$ cat src/rtl/hexld_pkg.sv
package hexld_pkg;
    typedef enum logic [2:0] {
        PH_HUNT,
        PH_COUNT,
        PH_ADDR,
        PH_TYPE,
        PH_DATA,
        PH_SUM,
        PH_HALT
    } phase_e;

    localparam logic [7:0] CH_COLON = 8'h3A;
    localparam logic [7:0] TYPE_DATA = 8'h00;
    localparam logic [7:0] TYPE_END = 8'h01;
endpackage

$ cat src/rtl/hexld_nib_dec.sv
module hexld_nib_dec (
    input  logic [7:0] ch,
    output logic       is_hex,
    output logic [3:0] nib
);
    always_comb begin
        is_hex = 1'b1;
        nib    = 4'h0;
        if (ch >= 8'h30 && ch <= 8'h39) begin
            nib = 4'(ch - 8'h30);
        end else if (ch >= 8'h41 && ch <= 8'h46) begin
            nib = 4'(ch - 8'h37);
        end else if (ch >= 8'h61 && ch <= 8'h66) begin
            nib = 4'(ch - 8'h57);
        end else begin
            is_hex = 1'b0;
        end
    end
endmodule

$ cat src/rtl/hexld_core.sv
module hexld_core
    import hexld_pkg::*;
#(
    parameter int ADDR_W  = 16,
    parameter int MAX_CNT = 16
) (
    input  logic              clk,
    input  logic              rst,
    input  logic              in_valid,
    input  logic [7:0]        in_char,
    input  logic              dig_ok,
    input  logic [3:0]        dig_val,
    output logic              mem_we,
    output logic [ADDR_W-1:0] mem_addr,
    output logic [7:0]        mem_wdata,
    output logic              done,
    output logic              err
);
    localparam int ADDR_BYTES = ADDR_W / 8;
    localparam int IDX_W      = (ADDR_BYTES > 1) ? $clog2(ADDR_BYTES) : 1;
    localparam int LEFT_W     = $clog2(MAX_CNT + 1);

    typedef struct packed {
        phase_e              phase;
        logic                have_hi;
        logic [3:0]          hi_nib;
        logic [IDX_W-1:0]    idx;
        logic [7:0]          cnt;
        logic [LEFT_W-1:0]   left;
        logic [ADDR_W-1:0]   addr;
        logic [7:0]          rtype;
        logic [7:0]          sum;
        logic                we;
        logic [ADDR_W-1:0]   waddr;
        logic [7:0]          wdata;
        logic                done;
        logic                err;
    } core_state_s;

    core_state_s st_q, st_d;
    logic [7:0]  byte_v;
    logic [7:0]  sum_v;

    assign byte_v = {st_q.hi_nib, dig_val};
    assign sum_v  = st_q.sum + byte_v;

    always_comb begin
        st_d    = st_q;
        st_d.we = 1'b0;
        if (in_valid) begin
            case (st_q.phase)
                PH_HUNT: begin
                    if (in_char == CH_COLON) begin
                        st_d.phase   = PH_COUNT;
                        st_d.have_hi = 1'b0;
                        st_d.sum     = 8'h00;
                        st_d.idx     = '0;
                    end
                end
                PH_HALT: begin
                end
                default: begin
                    if (!dig_ok) begin
                        st_d.err   = 1'b1;
                        st_d.phase = PH_HUNT;
                    end else if (!st_q.have_hi) begin
                        st_d.have_hi = 1'b1;
                        st_d.hi_nib  = dig_val;
                    end else begin
                        st_d.have_hi = 1'b0;
                        st_d.sum     = sum_v;
                        case (st_q.phase)
                            PH_COUNT: begin
                                st_d.cnt = byte_v;
                                if (byte_v > 8'(MAX_CNT)) begin
                                    st_d.err   = 1'b1;
                                    st_d.phase = PH_HUNT;
                                end else begin
                                    st_d.phase = PH_ADDR;
                                end
                            end
                            PH_ADDR: begin
                                st_d.addr = {st_q.addr[ADDR_W-9:0], byte_v};
                                if (st_q.idx == IDX_W'(ADDR_BYTES - 1)) begin
                                    st_d.phase = PH_TYPE;
                                end else begin
                                    st_d.idx = st_q.idx + 1'b1;
                                end
                            end
                            PH_TYPE: begin
                                st_d.rtype = byte_v;
                                st_d.left  = LEFT_W'(st_q.cnt);
                                if (byte_v != TYPE_DATA && byte_v != TYPE_END) begin
                                    st_d.err   = 1'b1;
                                    st_d.phase = PH_HUNT;
                                end else if (st_q.cnt == 8'h00) begin
                                    st_d.phase = PH_SUM;
                                end else begin
                                    st_d.phase = PH_DATA;
                                end
                            end
                            PH_DATA: begin
                                st_d.we    = 1'b1;
                                st_d.wdata = byte_v;
                                st_d.waddr = st_q.addr;
                                st_d.addr  = st_q.addr + 1'b1;
                                st_d.left  = st_q.left - 1'b1;
                                if (st_q.left == LEFT_W'(1)) begin
                                    st_d.phase = PH_SUM;
                                end
                            end
                            PH_SUM: begin
                                if (sum_v != 8'h00) begin
                                    st_d.err   = 1'b1;
                                    st_d.phase = PH_HUNT;
                                end else if (st_q.rtype == TYPE_END) begin
                                    st_d.done  = 1'b1;
                                    st_d.phase = PH_HALT;
                                end else begin
                                    st_d.phase = PH_HUNT;
                                end
                            end
                            default: st_d.phase = PH_HUNT;
                        endcase
                    end
                end
            endcase
        end
    end

    always_ff @(posedge clk) begin
        if (rst) begin
            st_q       <= '0;
            st_q.phase <= PH_HUNT;
        end else begin
            st_q <= st_d;
        end
    end

    assign mem_we    = st_q.we;
    assign mem_addr  = st_q.waddr;
    assign mem_wdata = st_q.wdata;
    assign done      = st_q.done;
    assign err       = st_q.err;


    we_follows_char_chk: assert property (@(posedge clk) disable iff (rst)
        mem_we |-> $past(in_valid));


    done_held_chk: assert property (@(posedge clk) disable iff (rst)
        done |=> done);


    err_held_chk: assert property (@(posedge clk) disable iff (rst)
        err |=> err);


    no_write_when_done_chk: assert property (@(posedge clk) disable iff (rst)
        done |-> !mem_we);


    addr_step_chk: assert property (@(posedge clk) disable iff (rst)
        (mem_we && $past(mem_we, 2) && st_q.phase == PH_DATA && !$past(dig_ok == 1'b0))
        |-> (mem_addr == $past(mem_addr, 2) + 1'b1));
endmodule

$ cat src/rtl/hexld_top.sv
module hexld_top #(
    parameter int ADDR_W  = 16,
    parameter int MAX_CNT = 16
) (
    input  logic              clk,
    input  logic              rst,
    input  logic              in_valid,
    output logic              in_ready,
    input  logic [7:0]        in_char,
    output logic              mem_we,
    output logic [ADDR_W-1:0] mem_addr,
    output logic [7:0]        mem_wdata,
    output logic              done,
    output logic              err
);
    logic       dig_ok;
    logic [3:0] dig_val;

    assign in_ready = 1'b1;

    hexld_nib_dec u_dec (
        .ch     (in_char),
        .is_hex (dig_ok),
        .nib    (dig_val)
    );

    hexld_core #(
        .ADDR_W  (ADDR_W),
        .MAX_CNT (MAX_CNT)
    ) u_core (
        .clk       (clk),
        .rst       (rst),
        .in_valid  (in_valid),
        .in_char   (in_char),
        .dig_ok    (dig_ok),
        .dig_val   (dig_val),
        .mem_we    (mem_we),
        .mem_addr  (mem_addr),
        .mem_wdata (mem_wdata),
        .done      (done),
        .err       (err)
    );
endmodule

$ cat config.mk
export PLATFORM = sky130hd
export DESIGN_NAME = hexld_top
export DESIGN_NICKNAME = d
export VERILOG_FILES = /design/src/rtl/hexld_pkg.sv /design/src/rtl/hexld_nib_dec.sv /design/src/rtl/hexld_core.sv /design/src/rtl/hexld_top.sv
export SDC_FILE = /design/constraint.sdc
export NUM_CORES = 1
export LEC_CHECK = 0
export ABC_AREA = 0
export BUFFER_PORTS_ARGS = -buffer_cell sky130_fd_sc_hd__buf_2
export CAP_MARGIN = 20
export CORE_AREA = 4 4 124 102
export CTS_CLUSTER_SIZE = 25
export DETAILED_ROUTE_END_ITERATION = 12
export DIE_AREA = 0 0 128 106
export SLEW_MARGIN = 25
export SYNTH_ARGS = -nofsm -noshare
export SYNTH_HDL_FRONTEND = slang
export SYNTH_HIERARCHICAL = 1
export SYNTH_SLANG_ARGS = --single-unit
$ cat constraint.sdc
create_clock -name clk -period 2.9 [get_ports clk]
set_input_delay 0.145 -clock clk [delete_from_list [all_inputs] [get_ports clk]]
set_output_delay 0.145 -clock clk [all_outputs]
set_load 0.02 [all_outputs]
## Word-level counts from Yosys, hierarchy flattened

Cells that the tools add are included.

- Equality and inequality tests: 19
- Reduce and logical (&&, ||, !) cells: 27
- Multiplexer cells: 41
- Bitwise operators: 6
- Order comparisons: 7
- Add/sub/neg operators: 7

Operators by type and width:

| kind | count |
|---|---|
| 77-bit 2-to-1 mux | 1 |
| 73-bit 2-to-1 mux | 1 |
| 16-bit case mux with 2 select lines | 1 |
| 5-bit AND reduction | 6 |
| 25-bit 2-to-1 mux | 1 |
| 8-bit 2-to-1 mux | 3 |
| 3-bit 2-to-1 mux | 7 |
| 4-bit 2-to-1 mux | 5 |
| 16-bit by 1-bit adder with 16-bit output (second input constant) | 1 |
| 8-bit by 7-bit >= comparator with 1-bit output (second input constant) | 2 |
| 8-bit by 7-bit <= comparator with 1-bit output (second input constant) | 2 |
| 8-bit case mux with 2 select lines | 1 |
| 8-bit nonzero test | 2 |
| 1-bit 2-to-1 mux | 15 |
| 3-bit case mux with 5 select lines | 1 |
| 7-bit AND reduction | 2 |
| 3-bit != test (second input constant) | 4 |
| 4-bit != test (second input constant) | 3 |
| 6-bit AND reduction | 2 |
| 5-bit case mux with 2 select lines | 1 |
| 2-bit nonzero test | 5 |
| 3-bit equality test (second input constant) | 3 |
| 8-bit adder | 1 |
| 8-bit by 1-bit equality test with 1-bit output (second input constant) | 1 |
| other kinds (25) | 36 |

- Output and inout bits: 28
- Bits of input ports: 11
- Flip-flop bits (word level): 81
- Logic and storage cells: 121

## Logic depth before layout (Yosys ltp)

- Depth in word-level cells: 12
- Depth in mapped cells: 12
- Depth with buffers taken out: 12

## Cells and area by module

Netlist, hierarchy kept.

By module, submodules not included:

| module | cells each | seq. area each (µm²) | area each (µm²) | times used |
|---|---|---|---|---|
| hexld_core | 535 | 1621.6 | 4260.3 | 1 |
| hexld_nib_dec | 25 | 0.0 | 203.9 | 1 |
| hexld_top | 2 | 0.0 | 11.3 | 1 |

## Worst setup path after synthesis

OpenSTA, ideal clock, no wires.

- Path type: input to register
- From: input in_char[6]
- To: register u_core.st_q, in the netlist u_core/done
- Slack: -0.202 ns
- Path buffers: 0
- Arrival time: 3.007 ns
- Required time: 2.804 ns
- Cell stages on the path: 9
- Library setup time: 0.096 ns
- Path through: nand4bb_4 > or3b_1 > a32oi_1 > ha_1 > o21ai_1 > or4b_1 > and3_1 > or4_4 > o41ai_2

- Cells in the longest elaborated chain, start to end: 9
- Elaborated cells between the ends (all ways): 19
- Those cells by class: 1 x add/sub; 6 x order compare; 6 x mux; 1 x bitwise; 5 x reduce/logical

RTL lines:

| item | RTL line | source |
|---|---|---|
| from (decl) | hexld_top.sv:9 | `input logic [7:0] in_char,` |
| 8-bit by 7-bit >= comparator with 1-bit output / 8-bit by 7-bit <= comparator with 1-bit output (equally long branches) | hexld_nib_dec.sv:13 | `end else if (ch >= 8'h61 && ch <= 8'h66) begin` |
| 1-bit logical AND | hexld_nib_dec.sv:13 |  |
| 4-bit 2-to-1 mux | hexld_nib_dec.sv:13 |  |
| 4-bit 2-to-1 mux | hexld_nib_dec.sv:11 | `end else if (ch >= 8'h41 && ch <= 8'h46) begin` |
| 4-bit 2-to-1 mux (*) | hexld_nib_dec.sv:9 | `if (ch >= 8'h30 && ch <= 8'h39) begin` |
| via dig_val[2] | hexld_top.sv:17 | `logic [3:0] dig_val;` |
| 8-bit adder (*) | hexld_core.sv:45 | `assign sum_v = st_q.sum + byte_v;` |
| 8-bit nonzero test (*) | hexld_core.sv:113 | `if (sum_v != 8'h00) begin` |
| 1-bit inverter (no line) (*) | n/a |  |
| 7-bit AND reduction (no line) (*) | n/a |  |
| to (signal assigned) | hexld_core.sv:136 | `st_q <= st_d;` |
| to (decl) | hexld_core.sv:40 | `core_state_s st_q, st_d;` |

Mark *: on every way through the listed nets, which the timed path passes. The rest lies on a longest branch.
A chain may end at the register's enable or synchronous reset.

## Worst setup path in the final report

- From: input in_char[1]
- To: register u_core.st_q, in the netlist u_core/done

Same word-level chain as after synthesis.

==> reports/metrics.cfg <==
[logic_synthesis]
synth_fp_nets = 587
synth.avg_cell_area_um2 = 7.964
syn_area_um2 = 4476
yosys.cell_types.count = 68
async_flop_share = 0
yosysWarnings = 6
synth_top_area_cell = dfxtp_1
synthTopCellsByArea = dfxtp_1 (36%), nand2_1 (6.5%), a21oi_1 (6.4%)
synth_edf_count = 0
synthCells = 562
ys_seq_area_frac = 0.3623
ys_seq_elements = 81
synth_top_flop_cell = dfxtp_1
synth_top_area_share = 0.3623

[clock_network]
cts_htree_levels = 3
clkSlewWorstSetupHoldPaths_ps = 60
numCtsBuffers = 9
clk_path_buf_depth = 2
clk-insertion-delay-late_ps = 340
clock-sinks = 81
cts-root-buf = clkbuf_16
ctsHoldBuffers = 0
tritoncts = built

[detailed_routing]
drtIter0Drc = 372
vias = 4072
vias_per_cell = 5.415
wl_per_cell_um = 15.30
detail_route.first_pass.iterations = 7
drc = 0
wirelength_um = 11510
final_antenna_net_count = 0

[outcome]
status = completed

[floorplanning]
die_h_um = 106
rows = 35
die-width_um = 128
io_pins = 39
start_util = 0.3931
dieArea_um2 = 13570
core_area_um2 = 11390

[finish]
num-fill-cells = 1112
drive_above_1_share = 0.2136
stdcell_count = 752
num-nets-final = 624
antenna_cells = 0
syn_to_final_growth_pct = 18.26

[timing]
min_period_ps = 2851
worst_hold_slack_ps = 223.4
timing.final.ws_setup_ps = 48.94
setup_viol = 0
rsz0062_at_grt = true
finalHoldViolCount = 0
post-route-period-util = 0.9831
drv_slew = 0
slew_headroom = 0.4711
timing.fmax_mhz = 350.7
fin_tns_setup_ps = 0
fin_skew_ps = 9.987
worst_slew_pin_slew_ps = 793.4

[worst_setup_path]
slowest_delay_ps = 520
cp.required_ps = 3130
cp_slowest_cell = or4b_1
crit_chain = buf_2 -> inv_2 -> ha_4 -> nand2b_1 -> o211ai_1 -> buf_4 -> a32oi_2 -> ha_2 -> o21ai_1 -> or4b_1 -> and3_4 -> or4_4 -> o41ai_2
cp-end-kind = flop
critPathKind = in -> reg
start_kind = primary input
crit_fanout = 3
worstPathArrival_ps = 3090

[pwr]
p_int_mw = 1.854
sw_frac_of_total = 0.2266
powerDensity_nw_per_um2 = 452.8
p_comb_frac = 0.041
pwr-share-seq = 0.464
ir_worst_vdd_v = 0.0002805
clkPwrFrac = 0.495
net-switching-power_mw = 0.5430
leakage_nw = 2.023

[run]
drv_cap = 0

[placement]
gp_congestion = 0.8899
pre_cts_ws_ps = -282.2
dp_hpwl_um = 7984
numPortBuffers = 37
placed_cells = 732

[grt]
antenna_found_initial = 0
grt_pass1_wl_um = 19110
grt_max_degree = 75
overflow = 0
grt_pass1_vias = 3798
grtUsageTotal = 0.1697

[worst_hold_path]
hold_path_class = in -> reg

-- per-layer routing --
layer | vias to the layer above | GRT usage | share of wire
met3 | 9 | 0.02260 | 0.055
met1 | 1881 | 0.2529 | 0.50
li1 | 2056 | - | -
met5 | - | 0 | 0
met4 | 0 | 0.04470 | 0.010
met2 | 126 | 0.2564 | 0.43
-- registers in the layout, summed over array words and instances, names as in the netlist --
register / cells
u_core/mem_wdata: 8
u_core/st_q: 50
u_core/mem_addr: 16
u_core/byte_v: 4
u_core/err: 1
u_core/done: 1
u_core/mem_we: 1
-- cell families (layout without fill, tap and decap cells) --
group                      Yosys count  in the layout  synth area share
other                                1              1         0.0008379
and+or+nand+nor                    225            225            0.2555
xor gates and xnor gates             3              3          0.005872
DFF                                 81             81            0.3623
adders and majority gates           15             15           0.04305
muxes                               21             21           0.04697
buffers and inverters               70            112           0.08023
AOI/OAI and AO/OA                  146            146            0.2052
-- critical path, delay by kind of cell --
family          cells  cell delay (ps)
simple gates        4             1280
compound gates      4              760
fa+ha+maj           2              500
buf+inv             3              390
-- stage by stage --
stage | instance area, µm² | utilization | power, mW
after CTS | 5219 | 0.4584 | 2.416
final | 5293 | 0.4648 | 2.397
after floorplan | 4501 | - | 1.185
after detailed placement | 4905 | 0.4308 | 1.227
after global placement | 4905 | 0.4308 | 1.225
after global routing | 5293 | 0.4648 | 2.484
-- power by group through the flow --
stage	registers, mW	logic (mW)	clock network [mW]
after floorplan	1.14	0.0479	0
after global placement	1.14	0.0879	0
after detailed placement	1.14	0.0895	0
after CTS	1.11	0.0899	1.21
after global routing	1.11	0.106	1.27
final	1.11	0.0983	1.19
-- path summary, 6_finish.rpt --
check,start,to,slack (ps),depth (start not counted)
max reg2reg,u_core/byte_v[5]$_SDFFE_PP0P_,u_core/done$_SDFFE_PP0P_,430,6
min reg2reg,u_core/mem_wdata[7]$_SDFFE_PP0P_,u_core/mem_wdata[7]$_SDFFE_PP0P_,450,2
max,in_char[1],u_core/done$_SDFFE_PP0P_,50,13
min,rst,u_core/err$_SDFFE_PP0P_,220,4
-- synthesized netlist by cell type, types with 4 or more instances --
master    instances
dfxtp_1          81
nand2_1          77
a21oi_1          57
nor2_1           57
clkbuf_1         33
o21ai_0          29
buf_4            25
mux2i_1          21
ha_1             13
nor3_1           11
nand4_1          10
inv_1             9
nand3_1           9
a22oi_1           8
and2_1            8
nand2b_1          8
nor3b_1           7
o22ai_1           6
a211oi_1          5
and3_1            5
a41oi_1           4
nor4_1            4
-- area by class of cell --
class,count,area [µm²],share of cell area
timing repair buffer,86,565.5,0.1069
inverter,10,37.54,0.007092
clock inverter,6,75.07,0.01418
tap,148,185.2,0.03499
multi-input combinational,411,2569,0.4853
sequential,81,1622,0.3064
clock buffer,10,239.0,0.04515
-- repair_timing --
action	in CTS	in global routing
buffers inserted	0	4
setup endpoints to repair	0	5
hold endpoints to repair	0	0
resized for setup	0	10
-- placed cells by master, fill, tap and decap left out, types with 21 or more instances in the layout --
| cell | Yosys | layout |
|---|---|---|
| a21oi_1 | 57 | 54 |
| buf_2 | 2 | 37 |
| buf_4 | 25 | 48 |
| dfxtp_1 | 81 | 81 |
| mux2i_1 | 21 | 21 |
| nand2_1 | 77 | 77 |
| nor2_1 | 57 | 57 |
| o21ai_0 | 29 | 28 |
Power figures use the tool's default switching activity.
